`config.mk`:
```
export PLATFORM = sky130hd
export DESIGN_NAME = dnode_fetch
export DESIGN_NICKNAME = d
export VERILOG_FILES = /design/src/rtl/dnode_pkg.sv /design/src/rtl/dnode_seq.sv /design/src/rtl/dnode_ptr.sv /design/src/rtl/dnode_shadow.sv /design/src/rtl/dnode_fetch.sv
export SDC_FILE = /design/constraint.sdc
export NUM_CORES = 1
export LEC_CHECK = 0
export BUFFER_PORTS_ARGS = -buffer_cell sky130_fd_sc_hd__buf_4
export CAP_MARGIN = 40
export CORE_AREA = 2 2 263 239
export DETAILED_ROUTE_END_ITERATION = 8
export DIE_AREA = 0 0 265 241
export PLACE_DENSITY = 0.6
export SYNTH_ARGS = -nofsm -noshare
export SYNTH_HDL_FRONTEND = slang
export SYNTH_SLANG_ARGS = --single-unit
```
`constraint.sdc`:
```
create_clock -name clk -period 5.7 [get_ports clk]
set_clock_uncertainty 0.1 [all_clocks]
set_input_delay 0.285 -clock clk [delete_from_list [all_inputs] [get_ports clk]]
set_output_delay 0.285 -clock clk [all_outputs]
set_load 0.02 [all_outputs]
```
`src/rtl/dnode_pkg.sv`:
```
`timescale 1ns/1ps
package dnode_pkg;
    localparam int WORD_W     = 32;
    localparam int NODE_WORDS = 16;
    localparam int IDX_W      = $clog2(NODE_WORDS);

    // word index of each used descriptor field (byte offset / 4)
    localparam int WI_CTL   = 0;
    localparam int WI_VPS   = 3;
    localparam int WI_VPE   = 4;
    localparam int WI_BASE  = 5;
    localparam int WI_PITCH = 6;
    localparam int WI_SIZE  = 7;
    localparam int WI_LINK  = 9;
    localparam int WI_PPT   = 13;

    // status bit positions
    localparam int ST_UFL   = 0;
    localparam int ST_LATE  = 1;
    localparam int ST_ALIGN = 2;
    localparam int ST_W     = 3;

    typedef struct packed {
        logic [WORD_W-1:0] ctl;
        logic [WORD_W-1:0] vp_start;
        logic [WORD_W-1:0] vp_end;
        logic [WORD_W-1:0] base;
        logic [WORD_W-1:0] pitch;
        logic [WORD_W-1:0] size;
        logic              hidden;
    } plane_t;
endpackage

```
`src/rtl/dnode_seq.sv`:
```
`timescale 1ns/1ps
// Fetch sequencer: walks the sixteen words of one node per sync.
module dnode_seq import dnode_pkg::*; #(
    parameter int AW = 32
) (
    input  logic             clk,
    input  logic             rst_n,
    input  logic             vsync,
    input  logic [AW-1:0]    ptr,
    input  logic             mem_rvalid,
    output logic             mem_req,
    output logic [AW-1:0]    mem_addr,
    output logic             acc,
    output logic [IDX_W-1:0] acc_idx,
    output logic             start,
    output logic             done,
    output logic             late
);
    localparam logic [IDX_W-1:0] LAST = IDX_W'(NODE_WORDS - 1);

    typedef struct packed {
        logic             busy;
        logic [IDX_W-1:0] idx;
        logic [AW-1:0]    base;
    } seq_t;

    seq_t s_d, s_q;

    always_comb begin
        s_d   = s_q;
        start = 1'b0;
        done  = 1'b0;
        late  = 1'b0;
        acc   = 1'b0;
        if (vsync) begin
            late    = s_q.busy;
            s_d.idx = '0;
            if (ptr != '0) begin
                s_d.busy = 1'b1;
                s_d.base = ptr;
                start    = 1'b1;
            end else begin
                s_d.busy = 1'b0;
            end
        end else if (s_q.busy && mem_rvalid) begin
            acc = 1'b1;
            if (s_q.idx == LAST) begin
                s_d.busy = 1'b0;
                done     = 1'b1;
            end else begin
                s_d.idx = s_q.idx + 1'b1;
            end
        end
    end

    always_ff @(posedge clk) begin
        if (!rst_n) s_q <= '0;
        else        s_q <= s_d;
    end

    assign mem_req  = s_q.busy;
    assign mem_addr = s_q.base + AW'({s_q.idx, 2'b00});
    assign acc_idx  = s_q.idx;
endmodule

```
`src/rtl/dnode_ptr.sv`:
```
`timescale 1ns/1ps
// Next-node pointer: software writes, link reload, alignment screening.
module dnode_ptr #(
    parameter int AW      = 32,
    parameter int ALIGN_B = 4
) (
    input  logic          clk,
    input  logic          rst_n,
    input  logic          wr_en,
    input  logic [AW-1:0] wr_data,
    input  logic          start,
    input  logic          done,
    input  logic [AW-1:0] link,
    output logic [AW-1:0] ptr,
    output logic          bad
);
    typedef struct packed {
        logic [AW-1:0] ptr;
        logic          pend;
    } ptr_t;

    ptr_t p_d, p_q;

    always_comb begin
        p_d = p_q;
        bad = 1'b0;
        if (start) p_d.pend = 1'b0;
        if (done && !p_q.pend) begin
            if (link[ALIGN_B-1:0] != '0) begin
                p_d.ptr = '0;
                bad     = 1'b1;
            end else begin
                p_d.ptr = link;
            end
        end
        if (wr_en) begin
            if (wr_data[ALIGN_B-1:0] == '0) begin
                p_d.ptr  = wr_data;
                p_d.pend = 1'b1;
            end else begin
                bad = 1'b1;
            end
        end
    end

    always_ff @(posedge clk) begin
        if (!rst_n) p_q <= '0;
        else        p_q <= p_d;
    end

    assign ptr = p_q.ptr;
endmodule

```
`src/rtl/dnode_shadow.sv`:
```
`timescale 1ns/1ps
// Staging of incoming words and atomic commit to the active set.
module dnode_shadow import dnode_pkg::*; #(
    parameter int MAX_W = 3840,
    parameter int MAX_H = 2160
) (
    input  logic              clk,
    input  logic              rst_n,
    input  logic              acc,
    input  logic [IDX_W-1:0]  acc_idx,
    input  logic [WORD_W-1:0] rdata,
    input  logic              done,
    output plane_t            act,
    output logic [WORD_W-1:0] link
);
    localparam int HW = WORD_W / 2;
    localparam logic [HW-1:0] MAX_WV = HW'(MAX_W);
    localparam logic [HW-1:0] MAX_HV = HW'(MAX_H);

    typedef struct packed {
        plane_t            stg;
        logic [WORD_W-1:0] lnk;
        plane_t            act;
    } sh_t;

    sh_t s_d, s_q;
    logic [HW-1:0] w_clamp, h_clamp;

    always_comb begin
        w_clamp = (rdata[HW-1:0] > MAX_WV) ? MAX_WV : rdata[HW-1:0];
        h_clamp = (rdata[WORD_W-1:HW] > MAX_HV) ? MAX_HV : rdata[WORD_W-1:HW];
        s_d = s_q;
        if (acc) begin
            case (acc_idx)
                IDX_W'(WI_CTL):   s_d.stg.ctl      = rdata;
                IDX_W'(WI_VPS):   s_d.stg.vp_start = rdata;
                IDX_W'(WI_VPE):   s_d.stg.vp_end   = rdata;
                IDX_W'(WI_BASE):  s_d.stg.base     = rdata;
                IDX_W'(WI_PITCH): s_d.stg.pitch    = rdata;
                IDX_W'(WI_SIZE):  s_d.stg.size     = {h_clamp, w_clamp};
                IDX_W'(WI_LINK):  s_d.lnk          = rdata;
                IDX_W'(WI_PPT):   s_d.stg.hidden   = |rdata[1:0];
                default: ;
            endcase
        end
        if (done) s_d.act = s_q.stg;
    end

    always_ff @(posedge clk) begin
        if (!rst_n) begin
            s_q            <= '0;
            s_q.stg.hidden <= 1'b1;
            s_q.act.hidden <= 1'b1;
        end else begin
            s_q <= s_d;
        end
    end

    assign act  = s_q.act;
    assign link = s_q.lnk;
endmodule

```
`src/rtl/dnode_fetch.sv`:
```
`timescale 1ns/1ps
module dnode_fetch import dnode_pkg::*; #(
    parameter int AW      = 32,
    parameter int ALIGN_B = 4,
    parameter int MAX_W   = 3840,
    parameter int MAX_H   = 2160
) (
    input  logic              clk,
    input  logic              rst_n,
    input  logic              vsync,
    input  logic              vsync_top,
    input  logic              ptr_we,
    input  logic [AW-1:0]     ptr_wdata,
    input  logic              scan_underflow,
    output logic              mem_req,
    output logic [AW-1:0]     mem_addr,
    input  logic              mem_rvalid,
    input  logic [WORD_W-1:0] mem_rdata,
    output logic [AW-1:0]     ptr_q,
    output logic [WORD_W-1:0] act_ctl,
    output logic [WORD_W-1:0] act_vp_start,
    output logic [WORD_W-1:0] act_vp_end,
    output logic [WORD_W-1:0] act_base,
    output logic [WORD_W-1:0] act_pitch,
    output logic [WORD_W-1:0] act_size,
    output logic              act_hidden,
    output logic              field_top,
    output logic [ST_W-1:0]   status
);
    logic             acc, start, done, late, bad;
    logic [IDX_W-1:0] acc_idx;
    plane_t           act;
    logic [WORD_W-1:0] link;

    dnode_seq #(.AW(AW)) u_seq (
        .clk(clk), .rst_n(rst_n), .vsync(vsync), .ptr(ptr_q),
        .mem_rvalid(mem_rvalid), .mem_req(mem_req), .mem_addr(mem_addr),
        .acc(acc), .acc_idx(acc_idx), .start(start), .done(done), .late(late)
    );

    dnode_ptr #(.AW(AW), .ALIGN_B(ALIGN_B)) u_ptr (
        .clk(clk), .rst_n(rst_n), .wr_en(ptr_we), .wr_data(ptr_wdata),
        .start(start), .done(done), .link(link[AW-1:0]), .ptr(ptr_q), .bad(bad)
    );

    dnode_shadow #(.MAX_W(MAX_W), .MAX_H(MAX_H)) u_sh (
        .clk(clk), .rst_n(rst_n), .acc(acc), .acc_idx(acc_idx),
        .rdata(mem_rdata), .done(done), .act(act), .link(link)
    );

    typedef struct packed {
        logic            field_top;
        logic [ST_W-1:0] stat;
    } top_t;

    top_t t_d, t_q;

    always_comb begin
        t_d = t_q;
        if (vsync)          t_d.field_top      = vsync_top;
        if (scan_underflow) t_d.stat[ST_UFL]   = 1'b1;
        if (late)           t_d.stat[ST_LATE]  = 1'b1;
        if (bad)            t_d.stat[ST_ALIGN] = 1'b1;
    end

    always_ff @(posedge clk) begin
        if (!rst_n) t_q <= '0;
        else        t_q <= t_d;
    end

    assign act_ctl      = act.ctl;
    assign act_vp_start = act.vp_start;
    assign act_vp_end   = act.vp_end;
    assign act_base     = act.base;
    assign act_pitch    = act.pitch;
    assign act_size     = act.size;
    assign act_hidden   = act.hidden;
    assign field_top    = t_q.field_top;
    assign status       = t_q.stat;
endmodule

```
==> qor.txt, run 1 <==
outcome - completed
commonest non-fill, non-tap cell in the layout - nand2_1
overall routed net length - 66.50 mm
CP Class - reg -> out
highest routed layer - met4
most frequent cells in the layout - nand2_1 (820), dfxtp_1 (492), buf_4 (348)
top cell type's share of synthesized area - 46.59%
Max-cap violations - 0
ys async rst share - 0%
vias - 16563
Synth area leader - dfxtp_1
Max Fclk - 0.2814 GHz
met2 WL - 30.51 mm
Yosys reg bits - 492
Post-Synthesis Cells - 2522
post-place setup slack - 2.770 ns
die area - 63870 um^2
Post-route DRC - 0
GRT Util Overall - 20.16%
first-pass GRT wire length - 97.32 mm
IO Count - 333
# fillers - 6039
Fin Setup TNS - 0 ns
Lkg Pwr - 9.066 nW
core area - 60900 um^2
RSZ-0062 raised after global routing - false
pin count of the biggest net entering global routing - 220
Worst Setup End Kind - output pin
hold path cells - 3
Routed Antenna Nets - 0
Vias per Instance - 4.863
Final Slew Violations - 0
WP buf/inv - 2
Die H - 241 um
die width - 265 um
routed wl met3 - 4.097 mm
crit start category - flop
Top Family by Delay on Critical Path - simple AND/OR/NAND/NOR gates
Buffers on Ports - 332
CP Cell Sequence - ha_1, inv_1, fa_1, nand2b_1, o2bb2ai_1, nor4_4, nand4_1, xnor2_1, buf_4
Post-Syn Area - 21140 um^2
drt pass-1 iters - 5
Syn Nets - 2602
Remaining Overflow, GRT - 0
CTS HTree Levels - 2
path depth of the worst reg2reg path - 6
Main synth FF type - dfxtp_1
Critical Path Fanout Max - 6
clock transition at the registers of the reported paths - 0.06 ns
clk root buf - clkbuf_16
sequential fraction of the synthesis area - 46.59%
Synth area leaders - dfxtp_1 (47%), nand2_1 (15%), buf_4 (9.2%)
worst path arrival time - 3.17 ns
Final Hold Fails - 0
critical path depth in cells - 9
Mean Syn Cell Area - 8.382 um^2
final-stage net count - 2648
placed cell area - 22100 um^2
hold buffer count at cts - 64
CTS tree - yes
Pwr per Cell Area - 307.2 nW/um^2
Clock Tree Buf Depth - 3
worst hold path type - in -> reg
Clock Latency Late Sink - 0.59 ns
post-CTS sizing - 0
slowest CP cell - nor4_4
final worst slack - 2.146 ns
layout cells sized above 1 - 17.96%
Slew @ Worst Pin - 1.240 ns
Row Count - 86
GPL Wtd Cong - 0.8508
synth unique cells - 54
post-route clock period utilization - 62.36%
DR iter-0 viols - 1192
Min Clock Period, post-route - 3.554 ns
number of setup violations in the final report - 0
CTS sink cnt - 492
Starting Density - 34.71%
met1 wire length - 29.60 mm
Post-synth EDFFs - 0
dpl hpwl - 41.17 mm
Relative slew margins - 17.31%
routed wire length per instance - 19.52 um
number of post-CTS setup repair buffers - 0
Peak VDD IR - 226.6 uV
number of global-route vias before repair - 15620
final instance area - 24670 um^2
final core utilization - 40.50%
CTS Buf Count - 53
antenna violations before repair - 4
area delta synth->final - 16.68%
Crit path required time - 5.32 ns
Largest stage delay, worst path - 0.49 ns
count of warnings emitted by yosys - 0
==> Yosys cell counts, types with 3 or more instances <==
library cell and count:
clkbuf_1 81, nand2_1 820, nor2b_1 43, a21boi_0 230, xor2_1 8, ha_1 8
a31oi_1 29, buf_4 259, nand3_1 55, or3_1 3, nor2_1 16, dfxtp_1 492
nor3_1 4, o21ai_0 71, nor3_2 5, a21oi_1 35, o221a_2 3, buf_6 14
nand4_1 9, a22oi_1 11, and2_1 7, inv_1 9, xnor2_1 21, a21boi_1 156
buf_2 70, nor4_1 14, and3_1 12
==> worst min-delay path: stages <==
cell and delay (ns):
buf_4 0.18, a21oi_1 0.16, nor2b_1 0.06
==> power by group <==
group          internal [mW]  switching, mW  leakage, nW  total (mW)
registers               3.45         0.0157         3.96        3.47
clock network           2.28           1.47        0.938        3.75
logic                  0.137          0.224         4.16       0.360
total                   5.87           1.71         9.07        7.58
==> final cells by class <==
cell class / instances / area [um^2] / share of cell area (%)
diodes: 2 / 5.005 / 0.02029
clock buffers: 73 / 1564 / 6.341
multi-input cells: 1595 / 8526 / 34.56
flip-flops and latches: 492 / 9849 / 39.93
clock inverters: 26 / 354.1 / 1.436
well taps: 792 / 991.0 / 4.017
repair buffers: 417 / 3343 / 13.55
inverters: 9 / 33.78 / 0.1370
==> registers in the layout (all words and copies together), names as in the netlist <==
name,flops
field_top,1
status,3
u_ptr.p_q,1
u_ptr.ptr,32
u_seq.acc_idx,4
u_seq.mem_req,1
u_seq.s_q,32
u_sh.act,193
u_sh.link,32
u_sh.s_q,193
==> layer usage <==
layer	up-vias	GRT usage [%]
li1	8086	-
met1	7897	26.49
met2	453	32.70
met3	127	4.071
met4	0	7.704
met5	-	0
==> per-stage QoR <==
stage	std cells	hold slack, ns	power (mW)
global placement	3240	0.3389	3.869
CTS	3404	0.01159	7.663
global route	3404	0.07081	7.824
finish	3406	0.05503	7.578
detailed placement	3241	0.3375	3.873
floorplan	2522	0.2952	3.715
==> final timing paths <==
| check | to | start | slack [ns] |
|---|---|---|---|
| hold / removal | status[1]$_SDFFE_PN0P_ | vsync | 0.06 |
| setup reg to reg | u_sh.act[114]$_SDFFE_PN0N_ | u_seq.acc_idx[1]$_SDFFE_PP0P_ | 2.85 |
| hold reg to reg | u_sh.act[95]$_SDFFE_PN0N_ | u_sh.s_q[320]$_SDFFE_PN0P_ | 0.35 |
| setup / recovery | mem_addr[28] | u_seq.acc_idx[0]$_SDFFE_PP0P_ | 2.15 |
==> cells by family after synthesis <==
| group | after synthesis | synth area share, % |
|---|---|---|
| fa+ha+maj | 9 | 0.5682 |
| compound gates | 545 | 18.00 |
| xor+xnor | 29 | 1.201 |
| mux | 2 | 0.09470 |
| flops | 492 | 46.59 |
| simple gates | 1010 | 20.30 |
| buf+inv | 435 | 13.25 |
Note: power is estimated with default switching activity, not from simulation.
==> run 2, diff against run 1 <==
ABC_AREA = 1   (was not set)
CORE_AREA = 2 2 257 233   (was 2 2 263 239)
DIE_AREA = 0 0 259 235   (was 0 0 265 241)
PLACE_DENSITY = 0.61   (was 0.6)
clock period = 3.35 ns   (was 5.7 ns; I/O delays follow)
==> run 2 against run 1 <==
Compared with the run above: synthesized area is 4.6% lower; critical path depth is 1 higher; largest power group unchanged; flip-flop and latch count did not move; count of clock-buffer cells in the layout increased by 4; critical endpoint is now mem_addr[16]; register-to-register slack lost 2.1 ns.
==> qor.txt, run 2 <==
number of setup violations in the final report - 0 (unchanged)
drt pass-1 iters - 5 (unchanged)
IO Count - 333 (unchanged)
Post-Synth XOR/XNOR Area - 0.9115% (was 1.201%)
commonest non-fill, non-tap cell in the layout - nand2_1 (unchanged)
DR iter-0 viols - 1395 (was 1192)
Lkg Pwr - 9.897 nW (was 9.066 nW)
top cell type's share of synthesized area - 48.81% (was 46.59%)
CTS tree - yes (unchanged)
Post-synth EDFFs - 0 (unchanged)
worst path arrival time - 2.84 ns (was 3.17 ns)
adder-cell share of the synthesized area - 0.5953% (was 0.5682%)
Vias per Instance - 4.778 (was 4.863)
most frequent cells in the layout - nand2_1 (585), dfxtp_1 (492), buf_4 (363) (was nand2_1 (820), dfxtp_1 (492), buf_4 (348))
area delta synth->final - 20.72% (was 16.68%)
CTS sink cnt - 492 (unchanged)
Top Family by Delay on Critical Path - simple AND/OR/NAND/NOR gates (unchanged)
CTS Buf Count - 53 (unchanged)
Critical Path Fanout Max - 7 (was 6)
WP buf/inv - 3 (was 2)
Clock Latency Late Sink - 0.61 ns (was 0.59 ns)
Main synth FF type - dfxtp_1 (unchanged)
final core utilization - 41.91% (was 40.50%)
vias - 17177 (was 16563)
routed wire length per instance - 18.73 um (was 19.52 um)
layout cells sized above 1 - 16.92% (was 17.96%)
Total Power - 13.26 mW (was 7.578 mW)
Row Count - 84 (was 86)
Routed Antenna Nets - 0 (unchanged)
Peak VDD IR - 385.8 uV (was 226.6 uV)
Post-route DRC - 0 (unchanged)
Crit path required time - 3.08 ns (was 5.32 ns)
Final Hold Fails - 0 (unchanged)
clock transition at the registers of the reported paths - 0.06 ns (about the same)
final worst slack - 0.2401 ns (was 2.146 ns)
Synth area leader - dfxtp_1 (unchanged)
Synth Area in Compound Gates - 15.46% (was 18.00%)
RSZ-0062 raised after global routing - false (unchanged)
Mean Syn Cell Area - 7.626 um^2 (was 8.382 um^2)
Worst Setup End Kind - output pin (unchanged)
first-pass GRT wire length - 100.2 mm (was 97.32 mm)
slowest CP cell - fa_1 (was nor4_4)
GRT Util Overall - 21.63% (was 20.16%)
die area - 60870 um^2 (was 63870 um^2)
Largest stage delay, worst path - 0.49 ns (about the same)
Max-cap violations - 0 (unchanged)
Clock Tree Buf Depth - 3 (unchanged)
CTS HTree Levels - 2 (unchanged)
Min Clock Period, post-route - 3.110 ns
synth unique cells - 30 (was 54)
Relative slew margins - 35.45% (was 17.31%)
post-place setup slack - 0.8374 ns (was 2.770 ns)
r2r setup slk - 0.79 ns (was 2.85 ns)
Top Registers - u_sh.act x193, u_sh.s_q x193 (unchanged)
post-synthesis mux area share - 0% (was 0.09470%)
dpl hpwl - 42.10 mm (was 41.17 mm)
die width - 259 um (was 265 um)
Post-Synthesis Cells - 2646 (was 2522)
Fin Setup TNS - 0 ns (unchanged)
Syn Nets - 2726 (was 2602)
Starting Density - 34.72% (was 34.71%)
CP Cell Sequence - inv_1, fa_1, inv_1, nand3_1, nand2_2, nand2_1, nor3_1, nand2_1, xor2_1, buf_4 (was ha_1, inv_1, fa_1, nand2b_1, o2bb2ai_1, nor4_4, nand4_1, xnor2_1, buf_4)
sequential fraction of the synthesis area - 48.81% (was 46.59%)
Slew @ Worst Pin - 0.9682 ns (was 1.240 ns)
overall routed net length - 67.33 mm (was 66.50 mm)
worst hold path type - in -> reg (unchanged)
ys async rst share - 0% (unchanged)
final instance area - 24360 um^2 (was 24670 um^2)
Die H - 235 um (was 241 um)
top-count cell post-synth - nand2_1 (unchanged)
Post-Syn Area - 20180 um^2 (was 21140 um^2)
simple-gate share of the synthesized area - 19.60% (was 20.30%)
pin count of the biggest net entering global routing - 184 (was 220)
placed cell area - 21610 um^2 (was 22100 um^2)
GPL Wtd Cong - 0.8890 (was 0.8508)
largest family of logic cells by synthesized area - simple AND/OR/NAND/NOR gates (unchanged)
number of post-CTS setup repair buffers - 0 (unchanged)
clk root buf - clkbuf_16 (unchanged)
crit start category - flop (unchanged)
count of warnings emitted by yosys - 0 (unchanged)
Buffers on Ports - 332 (unchanged)
Yosys reg bits - 492 (unchanged)
core area - 58120 um^2 (was 60900 um^2)
antenna violations before repair - 4 (unchanged)
outcome - completed (unchanged)
Synth top cells by count - nand2_1 (586), dfxtp_1 (492), a21oi_1 (351) (was nand2_1 (820), dfxtp_1 (492), buf_4 (259))
post-route clock period utilization - 92.83%
Final Slew Violations - 0 (unchanged)
final-stage net count - 2854 (was 2648)
Synth area leaders - dfxtp_1 (49%), nand2_1 (11%), buf_4 (9.4%) (was dfxtp_1 (47%), nand2_1 (15%), buf_4 (9.2%))
Max Fclk - 0.3216 GHz
Pwr per Cell Area - 544.2 nW/um^2 (was 307.2 nW/um^2)
number of global-route vias before repair - 16122 (was 15620)
Remaining Overflow, GRT - 0 (unchanged)
CP Class - reg -> out (unchanged)
## run 2: final timing paths
check / depth (start not counted) / endpoint / from
setup / recovery: 10 / mem_addr[16] / u_seq.acc_idx[1]$_SDFFE_PP0P_
hold / removal: 4 / u_sh.s_q[394]$_SDFFE_PN0P_ / mem_rdata[8]
setup reg to reg: 7 / u_sh.s_q[252]$_SDFFE_PN0P_ / u_seq.acc_idx[1]$_SDFFE_PP0P_
hold reg to reg: 2 / u_sh.s_q[255]$_SDFFE_PN0P_ / u_sh.s_q[255]$_SDFFE_PN0P_
## run 2: worst min-delay path, stage by stage
cell	delay, ns
buf_4	0.07
inv_1	0.09
buf_4	0.27
a21oi_1	0.15
## run 2: kinds of logic after synthesis
| group | after synthesis |
|---|---|
| compound gates | 608 |
| fa+ha+maj | 9 |
| flops | 492 |
| buf+inv | 513 |
| simple gates | 1003 |
| xor+xnor | 21 |
## run 2: final cells by class
class	count	area, um^2
Clock inverter	23	360.3
Timing Repair Buffer	457	3737
Tap cell	774	968.4
Multi-Input combinational cell	1641	7406
Sequential cell	492	9849
Inverter	129	496.7
Antenna cell	2	5.005
Clock buffer	77	1536
Fill cell	5941	33760
## run 2: metal layers
| metal | global-route usage (%) | up-vias | wire (um) |
|---|---|---|---|
| met5 | 0 | - | 11 |
| met1 | 29.20 | 7989 | 30000 |
| li1 | - | 8569 | - |
| met4 | 6.621 | 2 | 1795 |
| met3 | 5.167 | 111 | 4956 |
| met2 | 34.05 | 506 | 30570 |
## run 2: where the power goes
| part | internal (mW) | total (mW) | switching [mW] |
|---|---|---|---|
| clock network | 3.76 | 6.28 | 2.52 |
| registers | 5.93 | 6.02 | 0.0855 |
| logic | 0.337 | 0.957 | 0.620 |
## run 2: metrics by stage
stage          hold WS (ns)  instances
2_1_floorplan        0.1833       2646
3_3_place_gp         0.2748       3407
3_5_place_dp         0.2906       3409
4_1_cts             0.06362       3593
5_1_grt             0.06714       3593
6_report            0.07653       3595
## run 2: repair_timing
item	in CTS	in global routing
gates resized for setup	0	1
hold buffers	84	0
hold endpoints to repair	212	0
setup endpoints to repair	0	2
